### src/rtl/pfb_pkg.sv
package pfb_pkg;
  typedef enum logic [2:0] {
    ST_IDLE = 3'd0,
    ST_RD   = 3'd1,
    ST_WSU  = 3'd2,
    ST_WPL  = 3'd3,
    ST_WHD  = 3'd4
  } pfb_state_e;

  localparam int DIR_BIT = 24;
  localparam int GO_BIT  = 25;
  localparam int DET_BIT = 26;
  localparam int OFS_CMD = 0;
  localparam int OFS_DAT = 4;
endpackage

### src/rtl/pfb_regs.sv
module pfb_regs
  import pfb_pkg::*;
#(
  parameter int ADDR_W = 19,
  parameter int OFS_W  = 8
) (
  input  logic              clk,
  input  logic              rst_n,
  input  logic              host_we,
  input  logic [OFS_W-1:0]  host_addr,
  input  logic [31:0]       host_wdata,
  output logic [31:0]       host_rdata,
  input  logic              busy,
  input  logic              detect,
  input  logic              rd_done,
  input  logic [7:0]        rd_byte,
  output logic              launch,
  output logic              launch_dir,
  output logic [ADDR_W-1:0] cmd_addr,
  output logic [7:0]        data_byte
);
  logic [ADDR_W-1:0] addr_q, addr_d;
  logic              dir_q, dir_d;
  logic [31:0]       data_q, data_d;
  logic              cmd_hit, dat_hit, cmd_en, dat_en;
  logic              unused_bits;

  assign cmd_hit = host_we && (host_addr == OFS_W'(OFS_CMD));
  assign dat_hit = host_we && (host_addr == OFS_W'(OFS_DAT));
  assign cmd_en  = cmd_hit && !busy;
  assign dat_en  = dat_hit || rd_done;

  assign launch     = cmd_en && host_wdata[GO_BIT];
  assign launch_dir = host_wdata[DIR_BIT];
  assign unused_bits = ^{host_wdata[31:DET_BIT], host_wdata[23:ADDR_W]};

  always_comb begin
    addr_d = addr_q;
    dir_d  = dir_q;
    if (cmd_en) begin
      addr_d = host_wdata[ADDR_W-1:0];
      dir_d  = host_wdata[DIR_BIT];
    end
  end

  always_comb begin
    data_d = data_q;
    if (dat_hit) data_d = host_wdata;
    if (rd_done) data_d[7:0] = rd_byte;
  end

  always_ff @(posedge clk or negedge rst_n) begin
    if (!rst_n) begin
      addr_q <= '0;
      dir_q  <= 1'b0;
    end else if (cmd_en) begin
      addr_q <= addr_d;
      dir_q  <= dir_d;
    end
  end

  always_ff @(posedge clk or negedge rst_n) begin
    if (!rst_n) data_q <= '0;
    else if (dat_en) data_q <= data_d;
  end

  always_comb begin
    host_rdata = '0;
    if (host_addr == OFS_W'(OFS_CMD)) begin
      host_rdata[ADDR_W-1:0] = addr_q;
      host_rdata[DIR_BIT]    = dir_q;
      host_rdata[GO_BIT]     = busy;
      host_rdata[DET_BIT]    = detect;
    end else if (host_addr == OFS_W'(OFS_DAT)) begin
      host_rdata = data_q;
    end
  end

  assign cmd_addr  = addr_q;
  assign data_byte = data_q[7:0];

  AST_CMD_FROZEN: assert property (@(posedge clk) disable iff (!rst_n)
    (busy && cmd_hit) |=> ($stable(addr_q) && $stable(dir_q)));
  AST_UPPER_KEPT: assert property (@(posedge clk) disable iff (!rst_n)
    (rd_done && !dat_hit) |=> $stable(data_q[31:8]));
endmodule

### src/rtl/pfb_seq.sv
module pfb_seq
  import pfb_pkg::*;
#(
  parameter int RD_CYC = 4,
  parameter int WE_CYC = 3
) (
  input  logic       clk,
  input  logic       rst_n,
  input  logic       launch,
  input  logic       launch_dir,
  output pfb_state_e state,
  output logic       busy,
  output logic       rd_done
);
  localparam int CNT_MAX = (RD_CYC > WE_CYC) ? RD_CYC : WE_CYC;
  localparam int CNT_W   = $clog2(CNT_MAX + 1);

  pfb_state_e       st_q, st_d;
  logic [CNT_W-1:0] cnt_q, cnt_d;

  always_comb begin
    st_d    = st_q;
    cnt_d   = cnt_q;
    rd_done = 1'b0;
    unique case (st_q)
      ST_IDLE: begin
        cnt_d = '0;
        if (launch) st_d = launch_dir ? ST_RD : ST_WSU;
      end
      ST_RD: begin
        if (cnt_q == CNT_W'(RD_CYC - 1)) begin
          st_d    = ST_IDLE;
          cnt_d   = '0;
          rd_done = 1'b1;
        end else begin
          cnt_d = cnt_q + 1'b1;
        end
      end
      ST_WSU: begin
        st_d  = ST_WPL;
        cnt_d = '0;
      end
      ST_WPL: begin
        if (cnt_q == CNT_W'(WE_CYC - 1)) begin
          st_d  = ST_WHD;
          cnt_d = '0;
        end else begin
          cnt_d = cnt_q + 1'b1;
        end
      end
      ST_WHD: st_d = ST_IDLE;
      default: begin
        st_d  = ST_IDLE;
        cnt_d = '0;
      end
    endcase
  end

  always_ff @(posedge clk or negedge rst_n) begin
    if (!rst_n) begin
      st_q  <= ST_IDLE;
      cnt_q <= '0;
    end else begin
      st_q  <= st_d;
      cnt_q <= cnt_d;
    end
  end

  assign state = st_q;
  assign busy  = (st_q != ST_IDLE);

  AST_RD_CNT_BOUND: assert property (@(posedge clk) disable iff (!rst_n)
    (st_q == ST_RD) |-> (cnt_q < CNT_W'(RD_CYC)));
  AST_WE_CNT_BOUND: assert property (@(posedge clk) disable iff (!rst_n)
    (st_q == ST_WPL) |-> (cnt_q < CNT_W'(WE_CYC)));
  AST_DONE_CLEARS: assert property (@(posedge clk) disable iff (!rst_n)
    rd_done |=> !busy);
endmodule

### src/rtl/pfb_pins.sv
module pfb_pins
  import pfb_pkg::*;
(
  input  logic       clk,
  input  logic       rst_n,
  input  pfb_state_e state,
  input  logic       launch,
  input  logic [7:0] data_byte,
  output logic       ce_n,
  output logic       oe_n,
  output logic       we_n,
  output logic [7:0] dq_o,
  output logic       dq_oe
);
  logic [7:0] wbyte_q;

  always_ff @(posedge clk or negedge rst_n) begin
    if (!rst_n) wbyte_q <= '0;
    else if (launch) wbyte_q <= data_byte;
  end

  always_comb begin
    ce_n  = 1'b1;
    oe_n  = 1'b1;
    we_n  = 1'b1;
    dq_oe = 1'b0;
    unique case (state)
      ST_RD: begin
        ce_n = 1'b0;
        oe_n = 1'b0;
      end
      ST_WSU, ST_WHD: begin
        ce_n  = 1'b0;
        dq_oe = 1'b1;
      end
      ST_WPL: begin
        ce_n  = 1'b0;
        we_n  = 1'b0;
        dq_oe = 1'b1;
      end
      default: ;
    endcase
  end

  assign dq_o = wbyte_q;

  AST_WE_DRIVEN: assert property (@(posedge clk) disable iff (!rst_n)
    !we_n |-> (dq_oe && !ce_n && oe_n));
  AST_NO_CONTENTION: assert property (@(posedge clk) disable iff (!rst_n)
    !oe_n |-> !dq_oe);
  AST_BYTE_STEADY: assert property (@(posedge clk) disable iff (!rst_n)
    (dq_oe && $past(dq_oe)) |-> $stable(dq_o));
endmodule

### src/rtl/pflash_byte_bridge.sv
module pflash_byte_bridge
  import pfb_pkg::*;
#(
  parameter int ADDR_W = 19,
  parameter int OFS_W  = 8,
  parameter int RD_CYC = 4,
  parameter int WE_CYC = 3
) (
  input  logic              clk,
  input  logic              rst_n,
  input  logic              host_we,
  input  logic [OFS_W-1:0]  host_addr,
  input  logic [31:0]       host_wdata,
  output logic [31:0]       host_rdata,
  input  logic              flash_detect,
  output logic [ADDR_W-1:0] fl_addr,
  output logic              fl_ce_n,
  output logic              fl_oe_n,
  output logic              fl_we_n,
  output logic [7:0]        fl_dq_o,
  output logic              fl_dq_oe,
  input  logic [7:0]        fl_dq_i
);
  pfb_state_e state;
  logic       busy, rd_done, launch, launch_dir;
  logic [7:0] data_byte;

  pfb_regs #(.ADDR_W(ADDR_W), .OFS_W(OFS_W)) u_regs (
    .clk        (clk),
    .rst_n      (rst_n),
    .host_we    (host_we),
    .host_addr  (host_addr),
    .host_wdata (host_wdata),
    .host_rdata (host_rdata),
    .busy       (busy),
    .detect     (flash_detect),
    .rd_done    (rd_done),
    .rd_byte    (fl_dq_i),
    .launch     (launch),
    .launch_dir (launch_dir),
    .cmd_addr   (fl_addr),
    .data_byte  (data_byte)
  );

  pfb_seq #(.RD_CYC(RD_CYC), .WE_CYC(WE_CYC)) u_seq (
    .clk        (clk),
    .rst_n      (rst_n),
    .launch     (launch),
    .launch_dir (launch_dir),
    .state      (state),
    .busy       (busy),
    .rd_done    (rd_done)
  );

  pfb_pins u_pins (
    .clk       (clk),
    .rst_n     (rst_n),
    .state     (state),
    .launch    (launch),
    .data_byte (data_byte),
    .ce_n      (fl_ce_n),
    .oe_n      (fl_oe_n),
    .we_n      (fl_we_n),
    .dq_o      (fl_dq_o),
    .dq_oe     (fl_dq_oe)
  );

  AST_ADDR_STEADY: assert property (@(posedge clk) disable iff (!rst_n)
    (!fl_ce_n && $past(!fl_ce_n)) |-> $stable(fl_addr));
  AST_IDLE_QUIET: assert property (@(posedge clk) disable iff (!rst_n)
    !busy |-> (fl_ce_n && !fl_dq_oe));
endmodule

### config.mk
export PLATFORM = sky130hd
export DESIGN_NAME = pflash_byte_bridge
export DESIGN_NICKNAME = d
export VERILOG_FILES = /design/src/rtl/pfb_pkg.sv /design/src/rtl/pfb_regs.sv /design/src/rtl/pfb_seq.sv /design/src/rtl/pfb_pins.sv /design/src/rtl/pflash_byte_bridge.sv
export SDC_FILE = /design/constraint.sdc
export NUM_CORES = 1
export LEC_CHECK = 0
export BUFFER_PORTS_ARGS = -buffer_cell sky130_fd_sc_hd__buf_2
export CAP_MARGIN = 20
export CORE_MARGIN = 2
export CORE_UTILIZATION = 29
export CTS_BUF_LIST = sky130_fd_sc_hd__clkbuf_16
export DETAILED_ROUTE_END_ITERATION = 12
export MAX_ROUTING_LAYER = met4
export PLACE_DENSITY_LB_ADDON = 0.12
export SLEW_MARGIN = 20
export SYNTH_ARGS = -nofsm -noshare
export SYNTH_HDL_FRONTEND = slang
export SYNTH_HIERARCHICAL = 1
export SYNTH_SLANG_ARGS = --single-unit
export TNS_END_PERCENT = 5
### constraint.sdc
create_clock -name clk -period 5.9 [get_ports clk]
set_input_delay 0.295 -clock clk [delete_from_list [all_inputs] [get_ports clk]]
set_output_delay 0.295 -clock clk [all_outputs]
set_load 0.1 [all_outputs]
# --- Yosys cells after proc, flatten, opt, wreduce, memory -nomap -nowiden ---
# Index checks and enable logic that the tools add are counted.
classes:
  add_sub_neg: 1
  n_eq_ne: 10
  n_mux: 21
  reduce_logical: 15
ops:
  columns: ["cell", "n"]
  rows:
  - ["two-way mux 32 bit", 1]
  - ["two-way mux 19 bit", 1]
  - ["two-way mux 3 bit", 6]
  - ["two-way mux 8 bit", 2]
  - ["== test 3 x 2 -> 1 bit (second input constant)", 4]
  - ["case mux 3 bit (4 select lines)", 1]
  - ["two-way mux 5 bit", 2]
  - ["case mux 3 bit (3 select lines)", 1]
  - ["== test 8 x 3 -> 1 bit (second input constant)", 1]
  - ["logical NOT 8 bit", 1]
  - ["two-way mux 1 bit", 6]
  - ["!= test 2 bit (second input constant)", 3]
  - ["logical AND 1 bit", 4]
  - ["AND reduction 2 bit", 2]
  - ["OR reduction 4 bit", 1]
  - ["adder 3 x 1 -> 3 bit (second input constant)", 1]
  - ["== test 3 x 1 -> 1 bit (second input constant)", 1]
  - ["== test 3 bit (second input constant)", 1]
  - ["logical NOT 3 bit", 1]
  - ["AND reduction 3 bit", 1]
  - ["nonzero test 3 bit", 1]
  - ["OR reduction 3 bit", 1]
  - ["two-way mux 2 bit", 1]
  - ["nonzero test 2 bit", 1]
  - ["2 further kinds", 2]
word_totals:
  register_bits: 66
  input_bits: 52
  output_inout_bits: 63
  word_cells: 54

# --- Longest topological paths before layout ---
depth:
  depth_word: 6
  ltp_mapped: 9
  depth_no_buf: 7

# --- Modules after synthesis ---
# Netlist, hierarchy kept.
by_module_without_submodules:
  columns: ["mod", "instances", "cells_per_inst", "area_per_inst_um2", "seq_area_each_um2"]
  rows:
  - ["pfb_regs", 1, 217, 2662.6, 1301.2]
  - ["pfb_seq", 1, 45, 456.7, 150.1]
  - ["pfb_pins", 1, 22, 371.6, 200.2]

# --- Least setup slack after synthesis ---
# Ideal clock, no wire load.
synth_path:
  path_type: "input to output"
  start: "in host_addr[0]"
  end: "out host_rdata[0]"
  arrival_time_ns: 2.473
  required_time_ns: 5.605
  path_slack_ns: 3.132
  cell_stages: 5
  path_buffers: 2
  path_cell_list: "nor4_1 buf_2 nand2_1 clkbuf_1 nor2_1"
synth_between:
  elab_chain_len: 3
  word_cells_on_any_way: 4
  cone_classes: "eq/ne: 1; mux: 2; reduce/logical: 1"
synth_rtl:
  columns: ["element", "line", "text"]
  rows:
  - ["from (decl)", "pflash_byte_bridge.sv:12", "input logic [OFS_W-1:0] host_addr,"]
  - ["== test 8 x 3 -> 1 bit", "pfb_regs.sv:74", "end else if (host_addr == OFS_W'(OFS_DAT)) begin"]
  - ["two-way mux 32 bit", "pfb_regs.sv:74", null]
  - ["two-way mux 19 bit (*)", "pfb_regs.sv:69", "if (host_addr == OFS_W'(OFS_CMD)) begin"]
  - ["to (decl)", "pflash_byte_bridge.sv:14", "output logic [31:0] host_rdata,"]
# Every way passes the cells marked *; elsewhere a longest branch is shown, timed or not.

# --- Final worst setup path ---
layout_path:
  start: "in host_addr[2]"
  end: "reg u_regs.data_q[8]"
layout_between:
  elab_chain_len: 4
layout_rtl:
  columns: ["element", "line", "text"]
  rows:
  - ["== test 8 x 3 -> 1 bit (*)", "pfb_regs.sv:29", "assign dat_hit = host_we && (host_addr == OFS_W'(OFS_DAT));"]
  - ["logical AND 1 bit (*)", "pfb_regs.sv:29", null]
  - ["logical OR 1 bit", "pfb_regs.sv:31", "assign dat_en = dat_hit || rd_done;"]
  - ["AND reduction 2 bit (no source line) (*)", null, null]
  - ["to (signal assigned)", "pfb_regs.sv:64", "else if (dat_en) data_q <= data_d;"]
  - ["to (decl)", "pfb_regs.sv:24", "logic [31:0] data_q, data_d;"]
# Marks and branches as above.
# A chain may end at the register's enable or synchronous reset.

==> impl_summary.txt <==
----------------------------------------------------
[Timing]
  Setup repair after global routing missed its margin ... no
  Maximum clock rate ... 342 MHz
  Endpoints failing hold ... 0
  Relative max-transition margin ... about a third
  Final number of max-transition violations ... 0
  Final clock period utilization by the worst path ... 49.6%
  Worst Tran Pin Value ... approximately 0.97 ns
  Setup violation total in the final timing report ... 0
  Minimum period implied by the final worst setup slack ... 2.93 ns
  Clk_skew ... about 0.0063 ns
  Setup_tns ... 0 ns

[CTS]
  Clock Root Buffer ... sky130_fd_sc_hd__clkbuf_16
  TritonCTS clock tree ... built
  Cells resized by post-CTS repair ... 0
  Post-CTS Setup Inserts ... 0
  Number of buffers created by CTS ... 9
  Maximum number of buffers from clock root to sink ... 2
  CTS clk-pin slew, worst paths ... approximately 0.050 ns
  Later-pin clock latency in the skew report ... 0.33 ns
  Number of levels the H-tree was split into ... 3
  Cts-stage hold buffer count ... 0
  TritonCTS sink count ... 66

[Placed design]
  DP Wirelength ... around 6 mm
  Port bufs ... 114
  Placer Congestion ... 0.710

[Job]
  Number of max-cap violations ... 0

[Power and ir drop]
  Comb pwr share ... between 20 and 25%
  Leak ... around 0.0023 uW
  Power density normalized to cell area ... 308 nW/um2
  Internal power ... roughly 900 uW
  Proportion of power drawn by flip-flops and latches ... between 40% and 50%
  Clk network pwr share ... a little over a third
  PnR Total Power ... about 1300 uW
  VDD IR max ... around 0.088 mV
  Net Sw Power ... roughly 450 uW
  Switching share of total power ... ~34%

[Logic synthesis]
  Sequential area share after synthesis ... a little under half
  Mapped Cells ... 284
  Distinct cells, synth ... 39
  Synthesized-area fraction occupied by ao, oa, aoi and oai cells ... ~4.5%
  Share of the synthesized netlist area taken by xor and xnor gates ... less than 1%
  Syn nets ... roughly 340
  Simple-Gate Fraction of Synth Area ... 12.0%
  Mapped Area ... 3490 um2
  Synthesis warning total ... 6
  Main combinational cell family by area after synthesis ... multiplexers
  Adder and majority gate portion of the synthesized area ... under 10%
  Async set-reset flop share out of synthesis ... 100%
  Synthesized area divided by synthesized cell count ... 12.3 um2
  Synthesis-stage register bit count ... between 60 and 70
  Post-synthesis mux area share ... 26.7%
  Most common flop cell mapped by yosys ... sky130_fd_sc_hd__dfrtp_1
  Post-synth EDFFs ... 0

[Drt]
  Drt via density ... between 4 and 5
  Count of antenna-violating nets left after detailed routing ... 0
  Routed vias ... roughly 2,500
  Routed Wire Length ... 8.72 mm
  Remaining routing DRC violations ... 0
  Starting DRC count in detailed routing ... 93
  DR pass1 iterations ... 4
  Average routed wire per standard cell ... 16.3 um

[Global routing]
  Wire length of the first global-routing pass ... 14.0 mm
  Vias in the first global route ... approximately 2,600
  Global route total overflow ... 0
  Pin count of the biggest net entering global routing ... 67
  Number of antenna violations at the first check in global routing ... 0
  Combined global-route utilization of all metal layers ... between 10 and 15%

[Outcome]
  Outcome ... finished, final reports clean

[Cells and area]
  Final-layout fill cell count ... between 1,000 and 1,500
  Net count of the finished layout ... around 440
  FF+latch area ... ~1700 um2
  Most used cells in the layout excluding fill and tap cells ... sky130_fd_sc_hd__buf_2 (114), sky130_fd_sc_hd__dfrtp_1 (66), sky130_fd_sc_hd__nor2_1 (29)
  Layout area overhead ... 24.0%
  Most common cell after layout, fill and taps aside ... sky130_fd_sc_hd__buf_2
  Area used by multi-input combinational logic ... about 1600 um2
  Total inserted antenna cells ... 0
  Fraction of layout cells with a size suffix above 1 ... roughly half

[Setup path]
  Kind of critical path ... primary input to flop
  Critical Path Fanout Max ... 32
  Stage delay of the slowest cell on the critical path ... between 0.9 and 1 ns
  Depth of the worst register-to-register path ... 7
  Setup crit end kind ... flop
  CP Launch Type ... primary input
  Critical Path Slowest Stage Cell ... sky130_fd_sc_hd__and3_2
  Crit path cell chain ... buf_2, nor4b_4, and3_2, mux2_2
  Critical path arrival ... around 3.1 ns
  Req. time, crit path ... 6.11 ns

[Floorplan]
  Count of standard-cell rows ... 40
  # IOs ... ~120
  Area enclosed by the die boundary ... about 13,000 um2
  Initial core utilization ... between 20% and 30%
  Die outline height ... 114 um
  Area inside the core boundary ... between 10,000 and 15,000 um2
  Width of the chip ... approximately 110 um

[Hold path]
  Classification of the worst-slack hold path ... primary input to async pin

----------------------------------------------------
critical path: cells and delay by family:
family / cells / cell delay, ns
mux: 1 / 0.41
buf+inv: 1 / 0.57
simple gates: 2 / 1.85
per-stage QoR:
step	hold slack [ns]	worst slack [ns]	util [%]	cell area, um2	instances
2_1_floorplan	-0.000591	3.13	-	3490	284
3_3_place_gp	0.459	2.64	34.4	4080	521
3_5_place_dp	0.470	2.61	34.4	4080	521
4_1_cts	0.179	2.97	36.5	4330	536
5_1_grt	0.188	2.78	36.5	4330	536
6_report	0.163	2.97	36.5	4330	536
power groups by stage:
stage	combinational, uW	sequential [uW]	clock [uW]
finish	321	550	463
global route	346	557	502
floorplan	228	605	0
global placement	321	558	0
CTS	325	552	476
detailed placement	324	559	0
area by class of cell:
class                           instances  area share [%]
Timing Repair Buffer                  118            13.9
Clock inverter                          6           0.607
Sequential cell                        66            38.2
Clock buffer                            9            5.20
Multi-Input combinational cell        176            36.7
Inverter                               14            1.21
Tap cell                              147            4.25
registers in the layout, indices dropped and copies added, names as in the netlist:
signal and flops:
u_regs/cmd_addr 19, u_regs/data_q 32, u_seq/state 3, u_seq/cnt_q 3, u_regs/dir_q 1, u_pins/dq_o 8
kinds of logic after synthesis:
group	Yosys count
buffers and inverters	42
muxes	76
AOI/OAI and AO/OA	16
and+or+nand+nor	78
DFF	66
xor gates and xnor gates	1
adders and majority gates	5
synth_stat cells (all sizes together), types with 3 or more instances:
master | n | area share (%)
nor2 | 29 | 3.1
mux2 | 53 | 20
dfrtp | 66 | 47
and3 | 11 | 2.0
o311ai | 8 | 2.0
nand2 | 12 | 1.4
mux2i | 23 | 6.6
nor2b | 3 | 0.75
buf | 21 | 5.2
clkbuf | 7 | 0.75
inv | 14 | 1.5
ha | 5 | 1.8
nand4 | 9 | 1.6
nand3b | 3 | 0.65
per-layer routing:
layer,up-vias,track usage [%],share of wire [%]
met4,0,4.88,0.97
li1,1189,-,-
met2,74,21.4,45
met1,1210,18.8,47
met3,6,4.68,6.2
met5,-,-,0
worst paths after layout:
path                                       end         startpoint  slack (ns)
max                           u_regs/data_q[8]       host_addr[2]        2.97
min                        u_regs/cmd_addr[11]              rst_n        0.16
max reg2reg                   u_regs/data_q[3]     u_seq/cnt_q[0]        3.38
min reg2reg                  u_regs/data_q[29]  u_regs/data_q[29]        0.48
max in group asynchronous  u_regs/cmd_addr[12]              rst_n        5.15
min in group clk             u_regs/data_q[30]     host_wdata[30]        0.19
Power figures use the tool's default switching activity.
